### config.mk
export PLATFORM = sky130hd
export DESIGN_NAME = irq_aggregator
export DESIGN_NICKNAME = d
export VERILOG_FILES = /design/src/rtl/irq_agg_pkg.sv /design/src/rtl/irq_group.sv /design/src/rtl/irq_agg_ctrl.sv /design/src/rtl/irq_agg_datapath.sv /design/src/rtl/irq_aggregator.sv
export SDC_FILE = /design/constraint.sdc
export NUM_CORES = 1
export LEC_CHECK = 0
export CAP_MARGIN = 30
export CORE_MARGIN = 4
export CORE_UTILIZATION = 45
export CTS_CLUSTER_SIZE = 20
export DETAILED_ROUTE_END_ITERATION = 16
export GPL_ROUTABILITY_DRIVEN = 0
export PLACE_DENSITY = 0.84
export SLEW_MARGIN = 20
export SYNTH_ARGS = -nofsm -noshare
export SYNTH_HDL_FRONTEND = slang
export SYNTH_HIERARCHICAL = 1
export SYNTH_SLANG_ARGS = --single-unit
### constraint.sdc
create_clock -name clk -period 2.6 [get_ports clk]
set_clock_uncertainty 0.1 [all_clocks]
set_input_delay 0.65 -clock clk [delete_from_list [all_inputs] [get_ports clk]]
set_output_delay 0.65 -clock clk [all_outputs]
set_load 0.01 [all_outputs]
### src/rtl/irq_agg_pkg.sv
package irq_agg_pkg;
  localparam int ADDR_CFG  = 0;
  localparam int ADDR_TXEN = 1;
  localparam int ADDR_TXST = 2;
  localparam int ADDR_RXEN = 3;
  localparam int ADDR_RXST = 4;
  localparam int ADDR_WKEN = 5;
  localparam int ADDR_WKST = 6;

  typedef enum logic [2:0] {
    SEL_NONE, SEL_CFG, SEL_TXEN, SEL_TXST, SEL_RXEN, SEL_RXST, SEL_WKEN, SEL_WKST
  } rdSel_e;

  typedef struct packed {
    logic   cfgWr;
    logic   txEnWr;
    logic   rxEnWr;
    logic   wakeEnWr;
    logic   txClr;
    logic   rxClr;
    logic   wakeClr;
    rdSel_e rdSel;
  } ctrlStrobe_t;
endpackage

### src/rtl/irq_group.sv
module irq_group #(
  parameter int N = 4
) (
  input  logic         clk,
  input  logic         rst_n,
  input  logic         enWr,
  input  logic [N-1:0] enData,
  input  logic         clr,
  input  logic [N-1:0] srcEvt,
  input  logic         allow,
  output logic [N-1:0] enable,
  output logic [N-1:0] status,
  output logic         pending
);
  always_ff @(posedge clk or negedge rst_n) begin
    if (!rst_n) begin
      enable <= '0;
      status <= '0;
    end else begin
      if (enWr) enable <= enData;
      // events are OR-ed in after the clear so a racing event survives
      status <= (clr ? '0 : status) | srcEvt;
    end
  end

  assign pending = allow & (|(status & enable));
endmodule

### src/rtl/irq_agg_ctrl.sv
module irq_agg_ctrl
  import irq_agg_pkg::*;
#(
  parameter int ADDR_W = 3
) (
  input  logic              regWe,
  input  logic              regRe,
  input  logic [ADDR_W-1:0] regAddr,
  output ctrlStrobe_t       strobe
);
  always_comb begin
    strobe = '0;
    if (regWe) begin
      strobe.cfgWr    = (regAddr == ADDR_W'(ADDR_CFG));
      strobe.txEnWr   = (regAddr == ADDR_W'(ADDR_TXEN));
      strobe.rxEnWr   = (regAddr == ADDR_W'(ADDR_RXEN));
      strobe.wakeEnWr = (regAddr == ADDR_W'(ADDR_WKEN));
    end
    if (regRe) begin
      strobe.txClr   = (regAddr == ADDR_W'(ADDR_TXST));
      strobe.rxClr   = (regAddr == ADDR_W'(ADDR_RXST));
      strobe.wakeClr = (regAddr == ADDR_W'(ADDR_WKST));
      case (regAddr)
        ADDR_W'(ADDR_CFG):  strobe.rdSel = SEL_CFG;
        ADDR_W'(ADDR_TXEN): strobe.rdSel = SEL_TXEN;
        ADDR_W'(ADDR_TXST): strobe.rdSel = SEL_TXST;
        ADDR_W'(ADDR_RXEN): strobe.rdSel = SEL_RXEN;
        ADDR_W'(ADDR_RXST): strobe.rdSel = SEL_RXST;
        ADDR_W'(ADDR_WKEN): strobe.rdSel = SEL_WKEN;
        ADDR_W'(ADDR_WKST): strobe.rdSel = SEL_WKST;
        default:            strobe.rdSel = SEL_NONE;
      endcase
    end
  end
endmodule

### src/rtl/irq_agg_datapath.sv
module irq_agg_datapath
  import irq_agg_pkg::*;
#(
  parameter int DATA_W = 8,
  parameter int TX_N   = 4,
  parameter int RX_N   = 8,
  parameter int WAKE_N = 1
) (
  input  logic              clk,
  input  logic              rst_n,
  input  ctrlStrobe_t       strobe,
  input  logic [DATA_W-1:0] wdata,
  input  logic              txMode,
  input  logic [TX_N-1:0]   txEvent,
  input  logic [RX_N-1:0]   rxEvent,
  input  logic [WAKE_N-1:0] wakeEvent,
  output logic [DATA_W-1:0] rdata,
  output logic              irqOut,
  output logic              irqOe,
  output logic [TX_N-1:0]   txEnable,
  output logic [TX_N-1:0]   txStatus,
  output logic [RX_N-1:0]   rxEnable,
  output logic [RX_N-1:0]   rxStatus,
  output logic [WAKE_N-1:0] wakeEnable,
  output logic [WAKE_N-1:0] wakeStatus,
  output logic              cfgActiveHigh
);
  logic txPend, rxPend, wakePend;

  irq_group #(.N(TX_N)) u_txGroup (
    .clk(clk), .rst_n(rst_n), .enWr(strobe.txEnWr), .enData(wdata[TX_N-1:0]),
    .clr(strobe.txClr), .srcEvt(txEvent), .allow(txMode),
    .enable(txEnable), .status(txStatus), .pending(txPend));

  irq_group #(.N(RX_N)) u_rxGroup (
    .clk(clk), .rst_n(rst_n), .enWr(strobe.rxEnWr), .enData(wdata[RX_N-1:0]),
    .clr(strobe.rxClr), .srcEvt(rxEvent), .allow(!txMode),
    .enable(rxEnable), .status(rxStatus), .pending(rxPend));

  irq_group #(.N(WAKE_N)) u_wakeGroup (
    .clk(clk), .rst_n(rst_n), .enWr(strobe.wakeEnWr), .enData(wdata[WAKE_N-1:0]),
    .clr(strobe.wakeClr), .srcEvt(wakeEvent), .allow(1'b1),
    .enable(wakeEnable), .status(wakeStatus), .pending(wakePend));

  always_ff @(posedge clk or negedge rst_n) begin
    if (!rst_n)            cfgActiveHigh <= 1'b0;
    else if (strobe.cfgWr) cfgActiveHigh <= wdata[0];
  end

  always_comb begin
    case (strobe.rdSel)
      SEL_CFG:  rdata = DATA_W'(cfgActiveHigh);
      SEL_TXEN: rdata = DATA_W'(txEnable);
      SEL_TXST: rdata = DATA_W'(txStatus);
      SEL_RXEN: rdata = DATA_W'(rxEnable);
      SEL_RXST: rdata = DATA_W'(rxStatus);
      SEL_WKEN: rdata = DATA_W'(wakeEnable);
      SEL_WKST: rdata = DATA_W'(wakeStatus);
      default:  rdata = '0;
    endcase
  end

  // polarity is applied after the OR: drive the active level only when asserting
  assign irqOe  = txPend | rxPend | wakePend;
  assign irqOut = cfgActiveHigh;
endmodule

### src/rtl/irq_aggregator.sv
module irq_aggregator
  import irq_agg_pkg::*;
#(
  parameter int ADDR_W = 3,
  parameter int DATA_W = 8,
  parameter int TX_N   = 4,
  parameter int RX_N   = 8,
  parameter int WAKE_N = 1
) (
  input  logic              clk,
  input  logic              rst_n,
  input  logic              regWe,
  input  logic              regRe,
  input  logic [ADDR_W-1:0] regAddr,
  input  logic [DATA_W-1:0] regWdata,
  output logic [DATA_W-1:0] regRdata,
  input  logic              txMode,
  input  logic [TX_N-1:0]   txEvent,
  input  logic [RX_N-1:0]   rxEvent,
  input  logic [WAKE_N-1:0] wakeEvent,
  output logic              irqOut,
  output logic              irqOe
);
  ctrlStrobe_t       strobe;
  logic [TX_N-1:0]   txEnable, txStatus;
  logic [RX_N-1:0]   rxEnable, rxStatus;
  logic [WAKE_N-1:0] wakeEnable, wakeStatus;
  logic              cfgActiveHigh;

  irq_agg_ctrl #(.ADDR_W(ADDR_W)) u_ctrl (
    .regWe(regWe), .regRe(regRe), .regAddr(regAddr), .strobe(strobe));

  irq_agg_datapath #(.DATA_W(DATA_W), .TX_N(TX_N), .RX_N(RX_N), .WAKE_N(WAKE_N)) u_dp (
    .clk(clk), .rst_n(rst_n), .strobe(strobe), .wdata(regWdata), .txMode(txMode),
    .txEvent(txEvent), .rxEvent(rxEvent), .wakeEvent(wakeEvent),
    .rdata(regRdata), .irqOut(irqOut), .irqOe(irqOe),
    .txEnable(txEnable), .txStatus(txStatus), .rxEnable(rxEnable), .rxStatus(rxStatus),
    .wakeEnable(wakeEnable), .wakeStatus(wakeStatus), .cfgActiveHigh(cfgActiveHigh));
endmodule

==> metrics.md, run 1 <==
| Metric | Value |
|---|---|
| Status | `finished, violations left` |
| Failing checks | `setup timing` |
| CP Launch Type | `primary input` |
| Multi-input gate area | `733 µm²` |
| Dpl cells | `roughly 200` |
| CTS Hold Buffers Added | `0` |
| Final hold vios | `0` |
| Setup crit end kind | `output port` |
| H-tree lvl count | `1` |
| Clk sinks | `27` |
| Crit share post-route | `101%` |
| Final setup fails | `1` |
| Area share of fa/ha/maj cells after synthesis | `0%` |
| Final std cells w/o fill | `210` |
| First drt pass iteration count | `4` |
| Synth Register Bits | `27` |
| Count of warnings emitted by yosys | `6` |
| Initial DRC Count | `45` |
| CP Max Fanout | `4` |
| Via count | `roughly 1100` |
| Detailed placement HPWL | `2440 µm` |
| Core area | `~0.0031 mm²` |
| Routed len/inst | `around 17 µm` |
| Vias per inst | `around 5.4` |
| Overflow after GRT | `0` |
| Largest net degree at the start of global routing | `28` |
| Peak VDD IR | `~0.00024 V` |
| First-pass GRT wire length | `about 5500 µm` |
| Chip height | `between 60 and 70 µm` |
| Antenna Nets Post-Route | `0` |
| CP Data Required Time | `between 1500 and 2000 ps` |
| Crit path arrival time | `about 1900 ps` |
| Leak Pwr | `between 0.8 and 0.9 nW` |
| Fill cell count | `between 200 and 300` |
| Total negative slack | `-23.9 ps` |
| Pwr dens | `roughly 500 mW/mm²` |
| I/O Pins | `39` |
| Slew Limit Fails | `0` |
| Post-synthesis cell count | `116` |
| Row cnt | `20` |
| Skew-Pair Late Insertion Delay | `a little over 300 ps` |
| Worst setup margin | `-23.9 ps` |
| Starting Density | `between 40% and 50%` |
| DP Worst Slack | `-862 ps` |
| Post-Syn Nets | `around 150` |
| HP Class | `reg -> reg` |
| RSZ-0062 raised after global routing | `yes` |
| Simple-gate share of the synthesized area | `about a tenth` |
| Avg Inst Size Synth | `12.4 µm²` |
| Register area | `between 600 and 700 µm²` |
| Peak Freq | `around 0.38 GHz` |
| Total CTS buffers | `3` |
| Mapped cell area | `between 0.001 and 0.0015 mm²` |
| Synth Area in Compound Gates | `13.7%` |
| Max-cap violations | `0` |
| Antenna diode count | `0` |
| Sequential-to-total area share from yosys stat | `between 40% and 50%` |
| Layout Area Growth over Synthesis | `38.4%` |
| Worst hold slack | `roughly 430 ps` |
| Tmin final | `between 2000 and 3000 ps` |
| GRT Util Overall | `between 10% and 20%` |
| Total power | `~0.99 mW` |
| Clock Pin Slew Worst Setup and Hold Paths | `approximately 130 ps` |
| CTS max path bufs | `2` |
| DRC errors left | `0` |
| Die Wd | `about 64 µm` |
| CTS tree | `built` |
| Mux contribution to synthesized area | `about a quarter` |
| Initial antenna violation count | `0` |
| Root Buffer Master | `clkbuf_4` |
| Number of global-route vias before repair | `roughly 1200` |
| I/O Buffers | `38` |
| Nets | `between 150 and 200` |
| Die Area | `0.00415 mm²` |
| CP Class | `in -> out` |
| Netlist cell types | `31` |
| Main combinational cell family by area after synthesis | `multiplexers` |
| Drt total wl | `3470 µm` |
| Share of cells above drive strength 1 | `28.9%` |
| Xor and xnor area share after synthesis | `less than 1%` |
[layout make-up]
| class | count | share of cell area, % |
|---|---|---|
| clock buffer | 4 | 1.32 |
| inverter | 6 | 1.14 |
| multi-input combinational | 77 | 37.0 |
| sequential | 27 | 34.1 |
| tap | 44 | 2.78 |
| timing repair buffer | 52 | 23.7 |
[kinds of logic after synthesis]
kind of cell | after synthesis
compound gates | 26
xor+xnor | 1
buf+inv | 12
flops | 27
mux | 28
other cells | 1
simple gates | 21
[registers in the layout, summed over array words and instances, names as in the netlist]
| name | flops |
|---|---|
| u_dp/cfgActiveHigh | 1 |
| u_dp/u_txGroup/status | 4 |
| u_dp/u_txGroup/enable | 4 |
| u_dp/u_wakeGroup/enable | 1 |
| u_dp/u_wakeGroup/status | 1 |
| u_dp/u_rxGroup/enable | 8 |
| u_dp/u_rxGroup/status | 8 |
[cells in the mapped netlist]
library cell	instances	share of area (%)
mux2i_1	13	9.1
dfrtp_1	27	47
nor2b_2	1	0.61
and3_1	2	0.87
mux2_4	10	10
or3_1	1	0.44
clkbuf_2	1	0.35
a22oi_1	6	3.1
inv_1	5	1.3
a41oi_1	1	0.61
conb_1	1	0.26
and2_1	1	0.44
nor4b_1	1	0.61
o22ai_1	3	1.3
nand2b_1	3	1.3
a21o_1	13	6.8
and3b_1	2	1.2
a311o_1	1	0.70
buf_4	2	1.0
and4b_2	2	1.6
buf_2	1	0.35
nor3b_1	1	0.52
o32ai_1	1	0.61
inv_2	1	0.26
xor2_1	1	0.61
mux2_1	5	3.9
nor2_1	4	1.0
nor4bb_1	1	0.70
buf_6	2	1.6
nand2_1	2	0.52
a21boi_1	1	0.52
[metrics by stage]
stage	util, %	cell area, µm²
after floorplan	-	1430
after global placement	62.1	1900
after detailed placement	62.1	1900
after CTS	64.9	1980
after global routing	65.0	1980
final	65.0	1980
[path summary, 6_finish.rpt]
| path | end | slack, ps | cells past startpoint | from |
|---|---|---|---|---|
| hold reg to reg | u_dp/u_rxGroup/status[6]$_DFF_PN0_ | 430 | 1 | u_dp/u_rxGroup/status[6]$_DFF_PN0_ |
| setup reg to reg | u_dp/u_txGroup/enable[1]$_DFFE_PN0P_ | 1680 | 1 | u_dp/u_txGroup/enable[1]$_DFFE_PN0P_ |
| setup / recovery | regRdata[0] | -20 | 6 | regAddr[0] |
| hold / removal | u_dp/u_rxGroup/status[6]$_DFF_PN0_ | 430 | 1 | u_dp/u_rxGroup/status[6]$_DFF_PN0_ |
| min in group asynchronous | u_dp/u_rxGroup/status[1]$_DFF_PN0_ | 580 | 2 | rst_n |
| max in group asynchronous | u_dp/u_rxGroup/status[0]$_DFF_PN0_ | 1560 | 2 | rst_n |
[metal layers]
metal,track usage [%],share of wire (%),vias up
met5,0,0,-
met4,5.80,1.2,0
met3,3.64,5.1,4
met2,29.4,50,39
met1,21.9,43,572
li1,-,-,521
[critical path, stage by stage]
cell	delay [ps]
buf_8	110
buf_6	110
nor2b_4	180
mux2_4	320
a311o_1	350
buf_2	140
[report_power, final]
group | switching [mW] | internal, mW | total [mW]
combinational | 0.112 | 0.183 | 0.295
sequential | 0.0451 | 0.475 | 0.520
clock | 0.113 | 0.0600 | 0.173
[layout by cell type, fill, tap and decap left out, drive strengths merged, types with 2 or more instances in the layout]
cell and count:
and4b 2, mux2i 13, a21o 13, nand2b 3, nand2 2, nor2 4
a22oi 6, clkbuf 8, buf 21, inv 6, dfrtp 27, o22ai 3
clkdlybuf4s50 24, mux2 15, clkdlybuf4s15 2, and3 2, and3b 2
[repair_timing]
action                     CTS  global route
resized for setup           50            14
setup endpoints to repair    9             9
buffers inserted             3             1
pin swaps                    3             2
hold endpoints to repair     0             0
(Power assumes the default switching activity.)
==> inputs of run 2 (changes only) <==
--- a/config.mk
+++ b/config.mk
@@ -5,13 +5,14 @@
 export SDC_FILE = /design/constraint.sdc
 export NUM_CORES = 1
 export LEC_CHECK = 0
+export ABC_AREA = 1
 export CAP_MARGIN = 30
 export CORE_MARGIN = 4
 export CORE_UTILIZATION = 45
 export CTS_CLUSTER_SIZE = 20
 export DETAILED_ROUTE_END_ITERATION = 16
 export GPL_ROUTABILITY_DRIVEN = 0
-export PLACE_DENSITY = 0.84
+export PLACE_DENSITY = 0.83
 export SLEW_MARGIN = 20
 export SYNTH_ARGS = -nofsm -noshare
 export SYNTH_HDL_FRONTEND = slang
==> constraint.sdc (replaced) <==
create_clock -name clk -period 3.4 [get_ports clk]
set_clock_uncertainty 0.1 [all_clocks]
set_input_delay 0.85 -clock clk [delete_from_list [all_inputs] [get_ports clk]]
set_output_delay 0.85 -clock clk [all_outputs]
set_load 0.01 [all_outputs]
==> metrics.md, run 2 <==
| Metric | Value |
|---|---|
| Total power | `0.755 mW (-24%)` |
| Mux contribution to synthesized area | `7.78% (-16 points)` |
| Layout Area Growth over Synthesis | `36.1%` |
| HP Class | `reg -> reg` |
| Post-synthesis cell count | `201 (+73%)` |
| Global route hottest layer | `met2` |
| CTS Hold Buffers Added | `0 (unchanged)` |
| Synth Area in Compound Gates | `9.40% (-4.3 points)` |
| Chip height | `66.6 µm (+3.3%)` |
| Tmin final | `3260 ps` |
| Leak Pwr | `1.19 nW (+38%)` |
| Skew-Pair Late Insertion Delay | `330 ps (+20 ps)` |
| Initial DRC Count | `60 (+33%)` |
| Final hold vios | `0 (unchanged)` |
| Most common cell after layout, fill and taps aside | `nand2_1` |
| GRT Util Overall | `17.0% (-0.34 points)` |
| CTS max path bufs | `2 (unchanged)` |
| Slowest-stage cell, CP | `clkdlybuf4s50_1` |
| Max-cap violations | `0 (unchanged)` |
| Netlist cell types | `21 (-32%)` |
| Nets | `285 (+45%)` |
| Cell Chain, Critical Path | `clkdlybuf4s50_1 > a21oi_1 > nor2_2 > inv_2 > nor2_4 > buf_4 > nand2_1 > nand2_1 > dlygate4sd2_1` |
| Avg Inst Size Synth | `7.68 µm² (-38%)` |
| Setup crit end kind | `output port` |
| Initial antenna violation count | `0 (unchanged)` |
| Vias per inst | `4.67 (-14%)` |
| Area share of fa/ha/maj cells after synthesis | `0% (unchanged)` |
| Synth cell count leaders | `nand2_1 (65), inv_1 (34), dfrtp_1 (27), nor2_1 (18), o21bai_1 (12)` |
| Starting Density | `46.3% (-0.66 points)` |
| Area post-placement | `0.00207 mm² (+9.4%)` |
| I/O Buffers | `38 (unchanged)` |
| Top-count cell post-synth | `nand2_1` |
| Overflow after GRT | `0 (unchanged)` |
| Most frequent cells in the layout | `nand2_1 (65), inv_1 (34), clkdlybuf4s50_1 (27), dfrtp_1 (27), nor2_1 (17)` |
| Routed len/inst | `11.2 µm (-32%)` |
| Number of global-route vias before repair | `1374 (+19%)` |
| Worst-Margin Slew | `between 600 and 700 ps` |
| Total negative slack | `0 ps (+23.9 ps)` |
| Sequential-to-total area share from yosys stat | `43.8% (-3.4 points)` |
| Slew Limit Fails | `0 (unchanged)` |
| Final setup fails | `0 (-1)` |
| DRC errors left | `0 (unchanged)` |
| I/O Pins | `39 (unchanged)` |
| Crit path arrival time | `2310 ps (+440 ps)` |
| Synth Register Bits | `27 (unchanged)` |
| Setup bufs post-CTS | `0 (-3)` |
| Simple-gate share of the synthesized area | `28.0% (+18 points)` |
| H-tree lvl count | `1 (unchanged)` |
| CP Launch Type | `primary input` |
| Via count | `1406 (+24%)` |
| Share of cells above drive strength 1 | `16.1% (-13 points)` |
| Number of synthesized flops with an enable pin | `0 (unchanged)` |
| Drt total wl | `3380 µm (-2.5%)` |
| Design Area, Final | `0.00210 mm² (+6.0%)` |
| Die Area | `0.00443 mm² (+6.8%)` |
| Peak Freq | `approximately 0.31 GHz` |
| Peak VDD IR | `0.000193 V (-20%)` |
| Core area | `0.00334 mm² (+9.3%)` |
| Detailed placement HPWL | `2750 µm (+12%)` |
| Pwr dens | `359 mW/mm² (-28%)` |
| Status | `finished, final reports clean` |
| Count of warnings emitted by yosys | `6 (unchanged)` |
| Dpl cells | `297 (+47%)` |
| Most used cell, CP | `nand2_1` |
| Antenna Nets Post-Route | `0 (unchanged)` |
| Xor and xnor area share after synthesis | `0% (-0.61 points)` |
| First drt pass iteration count | `4 (unchanged)` |
| Met2 global-route usage | `29.7% (+0.32 points)` |
| CP Data Required Time | `2450 ps (+600 ps)` |
| Mapped cell area | `0.00154 mm² (+7.8%)` |
| Final std cells w/o fill | `301 (+43%)` |
| Die Wd | `66.6 µm (+3.3%)` |
| Total CTS buffers | `3 (unchanged)` |
| RSZ-0062 raised after global routing | `no` |
| CP max stage delay | `500 ps (+150 ps)` |
| Root Buffer Master | `clkbuf_4` |
| Post-Syn Nets | `230 (+59%)` |
| Clk sinks | `27 (unchanged)` |
| Largest net degree at the start of global routing | `28 (unchanged)` |
| Crit share post-route | `~96%` |
| Rel. slew slack | `between 50% and 60%` |
| GRT met3 Usage | `1.52% (-2.1 points)` |
| Main flop type after synthesis | `dfrtp_1` |
| Synth area leaders | `dfrtp_1 (44%), nand2_1 (16%), inv_1 (8.3%), mux2_4 (7.8%), o21bai_1 (5.8%)` |
| Row cnt | `21 (+5.0%)` |
| Ys async rst share | `100% (unchanged)` |
| Yosys top cell area share | `43.8% (-3.4 points)` |
| Dominant cell type by area after synthesis | `dfrtp_1` |
| R2R Setup Slk | `2490 ps (+810 ps)` |
| CP Max Fanout | `5 (+1)` |
| Regs by FF count | `u_dp/u_rxGroup/enable: 8 flops, u_dp/u_rxGroup/status: 8 flops` |
| Clock Pin Slew Worst Setup and Hold Paths | `140 ps (about the same)` |
| CP Class | `in -> out` |
| CTS tree | `built` |
| First-pass GRT wire length | `5750 µm (+3.9%)` |
| GRT met1 Usage | `21.5% (-0.41 points)` |
| Main combinational cell family by area after synthesis | `simple AND/OR/NAND/NOR gates` |
| Antenna diode count | `0 (unchanged)` |
## run 2: cell count changes after synthesis, moves of 12 or more
cell / change
o21bai_1: +12
nor2_1: +14
inv_1: +29
a21o_1: -13
mux2i_1: -13
nand2_1: +63
## run 2: final timing paths
| path | start | end | cells past startpoint |
|---|---|---|---|
| worst max-delay path | regAddr[2] | regRdata[6] | 9 |
| worst min-delay path | u_dp/u_wakeGroup/enable$_DFFE_PN0P_ | u_dp/u_wakeGroup/enable$_DFFE_PN0P_ | 2 |
| worst max register to register | u_dp/u_rxGroup/enable[6]$_DFFE_PN0P_ | u_dp/u_rxGroup/enable[6]$_DFFE_PN0P_ | 1 |
| worst min register to register | u_dp/u_wakeGroup/enable$_DFFE_PN0P_ | u_dp/u_wakeGroup/enable$_DFFE_PN0P_ | 2 |
| max in group asynchronous | rst_n | u_dp/u_txGroup/enable[0]$_DFFE_PN0P_ | 2 |
| min in group asynchronous | rst_n | u_dp/u_rxGroup/enable[7]$_DFFE_PN0P_ | 2 |
## run 2: kinds of logic (layout without fill, tap and decap cells)
kind of cell	count (synthesis)	in the layout
other	1	1
flip-flops	27	27
AND/OR/NAND/NOR	101	101
multiplexers	8	8
AO/OA/AOI/OAI	23	23
buffers and inverters	41	95
## run 2: routing by layer
metal	share of wire [%]	up-vias	wire [µm]
li1	-	724	-
met4	1.4	0	47
met3	3.2	6	109
met2	50	30	1690
met1	46	646	1540
met5	0	-	0
## run 2: area by class of cell
class,instances,area (µm²)
fill,318,1230
timing repair buffer,54,487
clock inverter,1,7.51
sequential,27,676
tap,46,57.6
multi-input combinational,133,713
clock buffer,3,22.5
inverter,37,139
## run 2: critical path: cells and delay by family
| family | cells | cell delay, ps |
|---|---|---|
| buf+inv | 4 | 1000 |
| compound gates | 1 | 60 |
| simple gates | 4 | 400 |
## run 2: through the flow
step                      setup slack [ps]  util [%]  hold slack [ps]
after global placement                -318      62.1              387
final                                  138      63.0              436
after detailed placement              -346      62.1              397
after global routing                  23.4      63.0              461
after CTS                             28.3      62.8              435
after floorplan                        671         -              361
## run 2: power breakdown
group          switching, mW  internal [mW]  total, mW
registers             0.0338          0.362      0.395
logic                 0.0940          0.120      0.214
clock network          0.101         0.0450      0.146
total                  0.229          0.526      0.755
## run 2: what timing repair did
item | in CTS | in global routing
setup endpoints to repair | 8 | 7
resized for setup | 11 | 10
pin swaps | 0 | 1
